--- src/rtl/colro_pkg.sv ---
package colro_pkg;

    typedef enum logic {
        TX_IDLE = 1'b0,
        TX_SEND = 1'b1
    } tx_state_e;

    function automatic int ceil_div(input int num, input int den);
        return (num + den - 1) / den;
    endfunction

    function automatic int width_of(input int count);
        return (count > 1) ? $clog2(count) : 1;
    endfunction

endpackage

--- src/rtl/colro_sp_cell.sv ---
module colro_sp_cell
    import colro_pkg::*;
#(
    parameter int PIX_N  = 8,
    parameter int PIX_DW = 12,
    parameter int BUS_W  = 5,
    parameter int DEPTH  = 2
) (
    input  logic                    clk,
    input  logic                    rst_n,
    input  logic                    shutter_i,
    input  logic [PIX_N-1:0]        hit_i,
    input  logic [PIX_N*PIX_DW-1:0] data_i,
    output logic [PIX_N-1:0]        take_o,
    input  logic                    start_i,
    output logic                    req_o,
    output logic                    sending_o,
    output logic [BUS_W-1:0]        word_o
);
    localparam int IDX_W  = width_of(PIX_N);
    localparam int EV_W   = IDX_W + PIX_DW;
    localparam int NWORDS = ceil_div(EV_W, BUS_W);
    localparam int PAD_W  = NWORDS * BUS_W;
    localparam int WCNT_W = 3;
    localparam int PTR_W  = width_of(DEPTH);
    localparam int CNT_W  = $clog2(DEPTH + 1);

    typedef struct packed {
        logic [DEPTH-1:0][EV_W-1:0] mem;
        logic [PTR_W-1:0]           wptr;
        logic [PTR_W-1:0]           rptr;
        logic [CNT_W-1:0]           cnt;
        tx_state_e                  tx;
        logic [WCNT_W-1:0]          wcnt;
    } cell_state_t;

    cell_state_t st_d, st_q;

    logic             any_hit;
    logic [IDX_W-1:0] pick;
    logic             capture;
    logic             last_word;
    logic [PAD_W-1:0] head_pad;

    function automatic logic [PTR_W-1:0] ptr_next(input logic [PTR_W-1:0] p);
        return (p == PTR_W'(DEPTH - 1)) ? '0 : p + PTR_W'(1);
    endfunction

    // token: the lowest-index pixel holding a hit owns it
    always_comb begin : token_pick
        any_hit = 1'b0;
        pick    = '0;
        for (int i = PIX_N - 1; i >= 0; i--) begin
            if (hit_i[i]) begin
                any_hit = 1'b1;
                pick    = IDX_W'(i);
            end
        end
    end

    always_comb begin : next_state
        capture   = shutter_i && any_hit && (st_q.cnt < CNT_W'(DEPTH));
        last_word = (st_q.tx == TX_SEND) && (st_q.wcnt == WCNT_W'(NWORDS - 1));
        head_pad  = PAD_W'(st_q.mem[st_q.rptr]);

        take_o = '0;
        if (capture) begin
            take_o[pick] = 1'b1;
        end

        req_o     = (st_q.cnt != '0) && (st_q.tx == TX_IDLE);
        sending_o = (st_q.tx == TX_SEND);
        word_o    = sending_o ? head_pad[int'(st_q.wcnt)*BUS_W +: BUS_W] : '0;

        st_d = st_q;
        if (capture) begin
            st_d.mem[st_q.wptr] = {pick, data_i[int'(pick)*PIX_DW +: PIX_DW]};
            st_d.wptr           = ptr_next(st_q.wptr);
        end

        if (last_word) begin
            st_d.rptr = ptr_next(st_q.rptr);
            st_d.tx   = TX_IDLE;
            st_d.wcnt = '0;
        end else if (st_q.tx == TX_SEND) begin
            st_d.wcnt = st_q.wcnt + WCNT_W'(1);
        end else if (start_i) begin
            st_d.tx   = TX_SEND;
            st_d.wcnt = '0;
        end

        case ({capture, last_word})
            2'b10:   st_d.cnt = st_q.cnt + CNT_W'(1);
            2'b01:   st_d.cnt = st_q.cnt - CNT_W'(1);
            default: st_d.cnt = st_q.cnt;
        endcase
    end

    always_ff @(posedge clk or negedge rst_n) begin
        if (!rst_n) begin
            st_q <= '0;
        end else begin
            st_q <= st_d;
        end
    end

endmodule

--- src/rtl/colro_col_arbiter.sv ---
module colro_col_arbiter #(
    parameter int N_SP   = 4,
    parameter int BUS_W  = 5,
    parameter int ADDR_W = 2
) (
    input  logic [N_SP-1:0]       req_i,
    input  logic [N_SP-1:0]       sending_i,
    input  logic                  eoc_full_i,
    input  logic [N_SP*BUS_W-1:0] words_i,
    output logic [N_SP-1:0]       start_o,
    output logic                  busy_o,
    output logic [ADDR_W-1:0]     addr_o,
    output logic [BUS_W-1:0]      bus_o
);
    logic bus_busy;

    always_comb begin
        bus_busy = |sending_i;
        busy_o   = bus_busy;

        // grant only when the bus is free and the receiver has room
        start_o = '0;
        if (!bus_busy && !eoc_full_i) begin
            for (int s = N_SP - 1; s >= 0; s--) begin
                if (req_i[s]) begin
                    start_o    = '0;
                    start_o[s] = 1'b1;
                end
            end
        end

        addr_o = '0;
        bus_o  = '0;
        for (int s = 0; s < N_SP; s++) begin
            if (sending_i[s]) begin
                addr_o = ADDR_W'(s);
            end
            bus_o = bus_o | words_i[s*BUS_W +: BUS_W];
        end
    end

endmodule

--- src/rtl/colro_eoc_buffer.sv ---
module colro_eoc_buffer
    import colro_pkg::*;
#(
    parameter int BUS_W  = 5,
    parameter int EV_W   = 15,
    parameter int ADDR_W = 2,
    parameter int DEPTH  = 4
) (
    input  logic                   clk,
    input  logic                   rst_n,
    input  logic                   bus_valid_i,
    input  logic [BUS_W-1:0]       bus_i,
    input  logic [ADDR_W-1:0]      addr_i,
    input  logic                   rd_i,
    output logic                   full_o,
    output logic                   valid_o,
    output logic [ADDR_W+EV_W-1:0] event_o
);
    localparam int NWORDS = ceil_div(EV_W, BUS_W);
    localparam int PAD_W  = NWORDS * BUS_W;
    localparam int OUT_W  = ADDR_W + EV_W;
    localparam int PTR_W  = width_of(DEPTH);
    localparam int CNT_W  = $clog2(DEPTH + 1);

    typedef struct packed {
        logic [PAD_W-1:0]            acc;
        logic [2:0]                  wcnt;
        logic [DEPTH-1:0][OUT_W-1:0] mem;
        logic [PTR_W-1:0]            wptr;
        logic [PTR_W-1:0]            rptr;
        logic [CNT_W-1:0]            cnt;
    } eoc_state_t;

    eoc_state_t st_d, st_q;

    logic [PAD_W-1:0] assembled;
    logic             last_word;
    logic             push;
    logic             pop;

    function automatic logic [PTR_W-1:0] ptr_next(input logic [PTR_W-1:0] p);
        return (p == PTR_W'(DEPTH - 1)) ? '0 : p + PTR_W'(1);
    endfunction

    always_comb begin
        assembled = st_q.acc;
        assembled[int'(st_q.wcnt)*BUS_W +: BUS_W] = bus_i;

        last_word = bus_valid_i && (st_q.wcnt == 3'(NWORDS - 1));
        push      = last_word;
        pop       = rd_i && (st_q.cnt != '0);

        full_o  = (st_q.cnt == CNT_W'(DEPTH));
        valid_o = (st_q.cnt != '0);
        event_o = st_q.mem[st_q.rptr];

        st_d = st_q;
        if (bus_valid_i) begin
            st_d.acc  = assembled;
            st_d.wcnt = last_word ? 3'd0 : st_q.wcnt + 3'd1;
        end
        if (push) begin
            st_d.mem[st_q.wptr] = {addr_i, assembled[EV_W-1:0]};
            st_d.wptr           = ptr_next(st_q.wptr);
        end
        if (pop) begin
            st_d.rptr = ptr_next(st_q.rptr);
        end

        case ({push, pop})
            2'b10:   st_d.cnt = st_q.cnt + CNT_W'(1);
            2'b01:   st_d.cnt = st_q.cnt - CNT_W'(1);
            default: st_d.cnt = st_q.cnt;
        endcase
    end

    always_ff @(posedge clk or negedge rst_n) begin
        if (!rst_n) begin
            st_q <= '0;
        end else begin
            st_q <= st_d;
        end
    end

endmodule

--- src/rtl/sp_column_readout.sv ---
module sp_column_readout
    import colro_pkg::*;
#(
    parameter int NUM_SP     = 4,
    parameter int PIX_PER_SP = 8,
    parameter int PIX_DW     = 12,
    parameter int BUS_W      = 5,
    parameter int SP_DEPTH   = 2,
    parameter int EOC_DEPTH  = 4,
    localparam int SP_ADDR_W = width_of(NUM_SP),
    localparam int EV_W      = width_of(PIX_PER_SP) + PIX_DW,
    localparam int NPIX      = NUM_SP * PIX_PER_SP
) (
    input  logic                      clk,
    input  logic                      rst_n,
    input  logic                      shutter_i,
    input  logic [NPIX-1:0]           pix_hit_i,
    input  logic [NPIX*PIX_DW-1:0]    pix_data_i,
    output logic [NPIX-1:0]           pix_take_o,
    output logic [BUS_W-1:0]          col_data_o,
    output logic                      col_valid_o,
    output logic [SP_ADDR_W-1:0]      col_addr_o,
    output logic                      eoc_full_o,
    output logic                      eoc_valid_o,
    output logic [SP_ADDR_W+EV_W-1:0] eoc_event_o,
    input  logic                      eoc_rd_i
);
    logic [NUM_SP-1:0]       sp_req;
    logic [NUM_SP-1:0]       sp_sending;
    logic [NUM_SP-1:0]       sp_start;
    logic [NUM_SP*BUS_W-1:0] sp_words;

    for (genvar s = 0; s < NUM_SP; s++) begin : g_sp
        colro_sp_cell #(
            .PIX_N (PIX_PER_SP),
            .PIX_DW(PIX_DW),
            .BUS_W (BUS_W),
            .DEPTH (SP_DEPTH)
        ) u_cell (
            .clk      (clk),
            .rst_n    (rst_n),
            .shutter_i(shutter_i),
            .hit_i    (pix_hit_i[s*PIX_PER_SP +: PIX_PER_SP]),
            .data_i   (pix_data_i[s*PIX_PER_SP*PIX_DW +: PIX_PER_SP*PIX_DW]),
            .take_o   (pix_take_o[s*PIX_PER_SP +: PIX_PER_SP]),
            .start_i  (sp_start[s]),
            .req_o    (sp_req[s]),
            .sending_o(sp_sending[s]),
            .word_o   (sp_words[s*BUS_W +: BUS_W])
        );
    end

    colro_col_arbiter #(
        .N_SP  (NUM_SP),
        .BUS_W (BUS_W),
        .ADDR_W(SP_ADDR_W)
    ) u_arb (
        .req_i     (sp_req),
        .sending_i (sp_sending),
        .eoc_full_i(eoc_full_o),
        .words_i   (sp_words),
        .start_o   (sp_start),
        .busy_o    (col_valid_o),
        .addr_o    (col_addr_o),
        .bus_o     (col_data_o)
    );

    colro_eoc_buffer #(
        .BUS_W (BUS_W),
        .EV_W  (EV_W),
        .ADDR_W(SP_ADDR_W),
        .DEPTH (EOC_DEPTH)
    ) u_eoc (
        .clk        (clk),
        .rst_n      (rst_n),
        .bus_valid_i(col_valid_o),
        .bus_i      (col_data_o),
        .addr_i     (col_addr_o),
        .rd_i       (eoc_rd_i),
        .full_o     (eoc_full_o),
        .valid_o    (eoc_valid_o),
        .event_o    (eoc_event_o)
    );

endmodule

--- config.mk ---
export PLATFORM = sky130hd
export DESIGN_NAME = sp_column_readout
export DESIGN_NICKNAME = d
export VERILOG_FILES = /design/src/rtl/colro_pkg.sv /design/src/rtl/colro_sp_cell.sv /design/src/rtl/colro_col_arbiter.sv /design/src/rtl/colro_eoc_buffer.sv /design/src/rtl/sp_column_readout.sv
export SDC_FILE = /design/constraint.sdc
export NUM_CORES = 1
export LEC_CHECK = 0
export BUFFER_PORTS_ARGS = -buffer_cell sky130_fd_sc_hd__buf_4
export CORE_ASPECT_RATIO = 0.7
export CORE_UTILIZATION = 30
export CTS_BUF_LIST = sky130_fd_sc_hd__clkbuf_4 sky130_fd_sc_hd__clkbuf_8
export DETAILED_ROUTE_END_ITERATION = 16
export REMOVE_ABC_BUFFERS = 1
export SYNTH_ARGS = -nofsm -noshare
export SYNTH_HDL_FRONTEND = slang
export SYNTH_HIERARCHICAL = 1
export SYNTH_SLANG_ARGS = --single-unit
--- constraint.sdc ---
create_clock -name clk -period 3.28 [get_ports clk]
set_input_delay 0 -clock clk [delete_from_list [all_inputs] [get_ports clk]]
set_output_delay 0 -clock clk [all_outputs]
set_load 0.01 [all_outputs]
==> flow_summary.yaml, run 1 <==
yosys:
  avgSynthCellArea_sq_um: 10.17
  synthDistinctLibCells: 66
  yosys_warnings: 6
  synth.most_common_cell: "dfrtp_1"
  synth_edf_count: 0
  yosys.area.top_type: "dfrtp_1"
  ys_async_sr_fraction_pct: 100.0
  netlist_top_cells_count: "dfrtp_1 (245), nor2_1 (226), mux2i_1 (192)"
  ys_seq_area_share_pct: 38.88
  netlist_area_sq_um: 15770
  synthCells: 1550
  synth.top_cells.by_area: "dfrtp_1 (39%), mux2i_1 (12%), a31oi_1 (5.4%), nor2_1 (5.4%), o22a_1 (5.3%)"
  synth_top_cell_area_share_pct: 38.88
  ys_ff_latch: 245
  synth_ff_type: "dfrtp_1"
setup_path:
  startpoint_type: "primary input"
  critPathTopFamily: "buffers and inverters"
  crit_slowest_cell: "dlygate4sd3_1"
  cp-end-kind: "flip-flop"
  slowest_delay_ns: 0.59
  path_cells: "dlygate4sd3_1 -> buf_4 -> nor2b_1 -> o21ai_1 -> o21a_4 -> mux2i_1 -> dlygate4sd3_1 -> o22a_1 -> dlygate4sd3_1 -> a31oi_1 -> dlygate4sd3_1"
  crit_required_ns: 3.74
  path_buf_inv: 5
  cp_max_fo: 19
  worst-setup-path-type: "primary input to flip-flop"
  arrival_ns: 3.56
  worst_path_most_repeated_cell: "dlygate4sd3_1"
power_and_ir_drop:
  ir_drop_mv: 0.3191
  cellPowerDensity_nw_per_um2: 723.6
  p_leak_uw: 0.01040
cells_and_area:
  nets: 2736
  drive_gt1_share_pct: 30.82
  area_growth_pct: 48.80
  stdcell_count: 2997
  antenna_cells: 0
  utilization_pct: 45.75
sta:
  hold_viol: 0
  slew_headroom_pct: 14.45
  drv_slew: 0
  setup_slack_ns: 0.1762
  setup_violations: 0
  fin_tns_setup_ns: 0
  period_share_pct: 94.63
  skew_ns: 0.03620
  tightest_slew_ns: 1.275
  rsz0062_at_grt: "no"
  timing.final.crit_period_ns: 3.104
  max_freq_ghz: 0.3222
route:
  drc: 0
  wl_um: 53980
  ant_nets: 0
  vias: 15448
  dr.pass1.iters: 5
  post_drt_wl_per_cell_um: 18.01
  routed_via_density: 5.154
  drtIter0Drc: 870
clock_network:
  cts_setup_buffers: 0
  clk_pin_slew_ns: 0.07
  cts_tree: "yes"
  cts.sinks: 245
  cts_buffers: 41
  cts_root_buffer: "clkbuf_8"
  clock_latency_ns: 0.58
  h-tree-depth: 2
  cts.path.max_buffers: 3
placement:
  port_buffers: 478
  hpwl_um: 38560
  place_congestion: 0.8206
  placed_cells: 2635
  pre_cts_ws_ns: 0.2565
floorplanning:
  rows: 69
  die-area_sq_um: 53500
  start_util_pct: 30.75
  die_w_um: 276.0
  core_area_sq_um: 51280
  die_height_um: 193.8
  io_pins: 479
min_path:
  hp-class: "primary input to flip-flop"
outcome:
  status: "completed"
global_route:
  track_usage_pct: 19.58
  grt_max_degree: 129
  grt_pass1_vias: 15829
  grt_overflow: 0
  grt_pass1_wl_um: 84970
  antenna_found_initial: 0
job:
  drv_cap: 0
## stage by stage
stage | hold WS [ns] | power (uW) | instance area [sq um]
2_1_floorplan | -0.2956 | 10390 | 14900
3_3_place_gp | 0.1754 | 13230 | 19670
3_5_place_dp | 0.1948 | 13480 | 19670
4_1_cts | 0.0004592 | 17040 | 23450
5_1_grt | 0.02397 | 18240 | 23460
6_report | 0.01315 | 16980 | 23460
## registers in the layout (all words and copies together) (netlist names)
name,flops
g_sp.u_cell/st_q,148
g_sp.u_cell/sending_o,4
u_eoc/st_q,93
## cell usage in the layout, fill, tap and decap left out, types with 34 or more instances in the layout
cell,Yosys,layout
mux4_2,37,37
mux2_2,34,34
mux2i_1,192,192
dlygate4sd3_1,0,288
dfrtp_1,245,242
clkbuf_8,0,47
a31oi_1,136,136
inv_1,34,34
buf_4,2,510
nor2_1,226,226
o22a_1,96,96
nand2_1,119,119
## routing by layer
| layer | up-vias | global-route usage (%) | routed length [um] |
|---|---|---|---|
| met4 | 0 | 4.635 | 1129 |
| met2 | 464 | 32.88 | 25930 |
| met1 | 7631 | 26.07 | 24010 |
| met5 | - | 0 | 0 |
| met3 | 85 | 3.567 | 2913 |
| li1 | 7268 | - | - |
## final timing paths
check                                                 endpoint  slack [ns]                                from  depth (start not counted)
max                        g_sp[3].u_cell/st_q[32]$_DFFE_PN0P_        0.18                       pix_hit_i[31]                         11
min reg2reg                         u_eoc/st_q[40]$_DFFE_PN0P_        0.47          u_eoc/st_q[40]$_DFFE_PN0P_                          2
min                        g_sp[3].u_cell/st_q[18]$_DFFE_PN0P_        0.01                     pix_data_i[310]                          4
min in group asynchronous           u_eoc/st_q[60]$_DFFE_PN0P_        0.13                               rst_n                          2
max in group asynchronous   g_sp[1].u_cell/st_q[6]$_DFFE_PN0P_        2.18                               rst_n                          3
max reg2reg                         u_eoc/st_q[85]$_DFFE_PN0P_        0.32  g_sp[2].u_cell/st_q[6]$_DFFE_PN0P_                          7
## timing repair
action,4_1_cts,5_1_grt
endpoints found under the setup margin,0,17
gates resized for setup,0,4
hold endpoints to repair,237,0
hold buffers,288,0
## layout make-up
| class | instances | area [sq um] |
|---|---|---|
| Clock buffer | 61 | 752.0 |
| Clock inverter | 12 | 142.6 |
| Fill cell | 4845 | 27820 |
| Inverter | 41 | 153.9 |
| Multi-Input combinational cell | 1162 | 8651 |
| Sequential cell | 245 | 6135 |
| Tap cell | 674 | 843.3 |
| Timing Repair Buffer | 802 | 6787 |
## worst register-to-register path, delay by kind of cell, from the launching register on
family	cells	cell delay, ns
mux	2	0.78
flops	1	0.52
simple gates	3	1.12
buf+inv	1	0.22
compound gates	1	0.23
## where the power goes
| part | total, uW | switching [uW] | leakage (uW) | internal, uW |
|---|---|---|---|---|
| clock network | 3010 | 1300 | 0.000469 | 1710 |
| logic | 8200 | 4160 | 0.00701 | 4040 |
| registers | 5770 | 1280 | 0.00293 | 4480 |
| total | 17000 | 6750 | 0.0104 | 10200 |
## logic make-up (layout without fill, tap and decap cells)
group                    count (synthesis)  count (layout)  synth area share [%]
adder cells (fa/ha/maj)                 23              23                 1.873
AO/OA/AOI/OAI                          364             365                 16.62
multiplexers                           268             268                 20.38
XOR/XNOR                                22              22                 1.270
buffers and inverters                  144             916                 6.498
AND/OR/NAND/NOR                        484             484                 14.48
flip-flops                             245             245                 38.88
Note: power is estimated with default switching activity, not from simulation.
==> run 2, diff against run 1 <==
Settings changed: PLACE_DENSITY_LB_ADDON set to 0.15.
==> run 2 against run 1 <==
Effect of this change: maximum frequency is 2.2% lower; via count decreased by 0.24%; combinational power rose by 2%; first-iteration DRC count up 1.6%; total power up 0.41%.
==> flow_summary.yaml, run 2 (synthesis gave the netlist of run 1 again) <==
outcome:
  status: "completed"
sta:
  period_share_pct: 96.80
  drv_slew: 0
  tightest_slew_ns: 1.287
  hold_viol: 0
  max_freq_ghz: 0.3150
  slew_headroom_pct: 13.61
  holdWs_ns: 0.003122
  timing.final.crit_period_ns: 3.175
  skew_ns: 0.02525
  fin_tns_setup_ns: 0
  setup_violations: 0
clock_network:
  cts.sinks: 245
  cts_root_buffer: "clkbuf_8"
  cts_tree: "yes"
  cts_buffers: 42
  clk_pin_slew_ns: 0.06
  cts.path.max_buffers: 3
  h-tree-depth: 2
  clock_latency_ns: 0.56
floorplanning:
  die_height_um: 193.8
  io_pins: 479
  start_util_pct: 30.75
  die-area_sq_um: 53500
  rows: 69
  die_w_um: 276.0
  core_area_sq_um: 51280
global_route:
  grt_pass1_wl_um: 85520
  track_usage_pct: 19.60
  grt_overflow: 0
  grt_pass1_vias: 15943
  grt_max_degree: 103
  antenna_found_initial: 0
min_path:
  hp-class: "primary input to asynchronous set/reset pin"
route:
  routed_via_density: 5.074
  ant_nets: 0
  wl_um: 54550
  drc: 0
  vias: 15411
  drtIter0Drc: 884
  dr.pass1.iters: 5
  post_drt_wl_per_cell_um: 17.96
power_and_ir_drop:
  cellPowerDensity_nw_per_um2: 714.5
  seqPwrFrac_pct: 33.0
  pwr-share-clk_pct: 17.9
  power.internal_uw: 10310
  ir_drop_mv: 0.4747
  p_switching_uw: 6743
  switching_share_pct: 39.55
  power_frac_comb_pct: 49.1
  p_leak_uw: 0.01058
cells_and_area:
  antenna_cells: 0
  final_cell_mix: "buf_4 (518), dlygate4sd3_1 (317), dfrtp_1 (242), nor2_1 (226), mux2i_1 (192)"
  largest_register: "g_sp.u_cell/st_q"
  fill_cells: 4839
  area_growth_pct: 51.32
  layout_commonest_cell: "buf_4"
  largest_reg_flops: 148
  utilization_pct: 46.53
  drive_gt1_share_pct: 30.85
  nets: 2776
setup_path:
  arrival_ns: 3.60
  cp_max_fo: 12
  worst-setup-path-type: "primary input to flip-flop"
  cp-end-kind: "flip-flop"
  startpoint_type: "primary input"
  crit_required_ns: 3.71
placement:
  hpwl_um: 39140
  port_buffers: 478
  place_congestion: 0.8005
job:
  drv_cap: 0
[run 2: cell types whose count changed in the layout (fill, tap and decap cells not counted), sizes merged]
cell,before,now
clkbuf,61,70
dlygate4sd3,288,317
clkinvlp,3,1
o21ai,47,49
clkinv,10,6
bufinv,3,1
buf,514,522
[run 2: area by class of cell]
class	count	area (sq um)	area share, %
Clock buffer	70	875.8	3.670
Tap cell	674	843.3	3.534
Clock inverter	4	47.55	0.1993
Timing Repair Buffer	839	7137	29.91
Multi-Input combinational cell	1164	8670	36.33
Inverter	41	153.9	0.6450
Sequential cell	245	6135	25.71
[run 2: path summary, 6_finish.rpt]
kind	start	endpoint	slack (ns)	cells past startpoint
max in group asynchronous	rst_n	u_eoc/st_q[2]$_DFFE_PN0P_	2.18	3
worst min-delay path	rst_n	u_eoc/st_q[70]$_DFFE_PN0P_	0.003	2
worst max-delay path	pix_hit_i[0]	g_sp[0].u_cell/st_q[32]$_DFFE_PN0P_	0.10	11
worst min register to register	g_sp[2].u_cell/st_q[20]$_DFFE_PN0P_	g_sp[2].u_cell/st_q[20]$_DFFE_PN0P_	0.48	2
min in group clk	pix_data_i[350]	g_sp[3].u_cell/st_q[10]$_DFFE_PN0P_	0.03	4
worst max register to register	g_sp[1].u_cell/st_q[6]$_DFFE_PN0P_	u_eoc/st_q[87]$_DFFE_PN0P_	0.32	6
[run 2: critical path, cell delays in order]
cell and delay, ns:
dlygate4sd3_1 0.55, buf_4 0.18, nor3_1 0.24, o21ai_2 0.16, o21ai_4 0.24, mux2i_1 0.26, dlygate4sd3_1 0.56, o22a_1 0.14
dlygate4sd3_1 0.59, a31oi_1 0.09, dlygate4sd3_1 0.60
[run 2: through the flow]
step	worst slack (ns)	power (uW)	area (sq um)	std cells
after detailed placement	0.1695	13520	19690	2639
after global placement	0.2452	13380	19690	2639
after floorplan	0.6002	10390	14900	1447
final	0.1050	17050	23860	3037
after global routing	-0.03121	18330	23860	3037
after CTS	0.02591	17160	23780	3030
[run 2: power by group through the flow]
stage	sequential (uW)	combinational, uW	clock [uW]
floorplan	5380	5000	0
global placement	5680	7700	0
detailed placement	5680	7840	0
CTS	5640	8370	3160
global route	5850	9200	3280
finish	5630	8370	3050
[run 2: metal layers]
metal | up-vias | share of wire, % | track usage, %
li1 | 7347 | - | -
met1 | 7608 | 47 | 27.02
met2 | 375 | 47 | 31.92
met3 | 81 | 4.2 | 3.193
met4 | 0 | 1.8 | 4.924
met5 | - | 0 | 0
[run 2: repair_timing]
item | in CTS | in global routing
gates resized for setup | 0 | 5
setup endpoints to repair | 0 | 34
setup buffers | 0 | 4
hold buffers | 317 | 0
hold endpoints to repair | 223 | 0
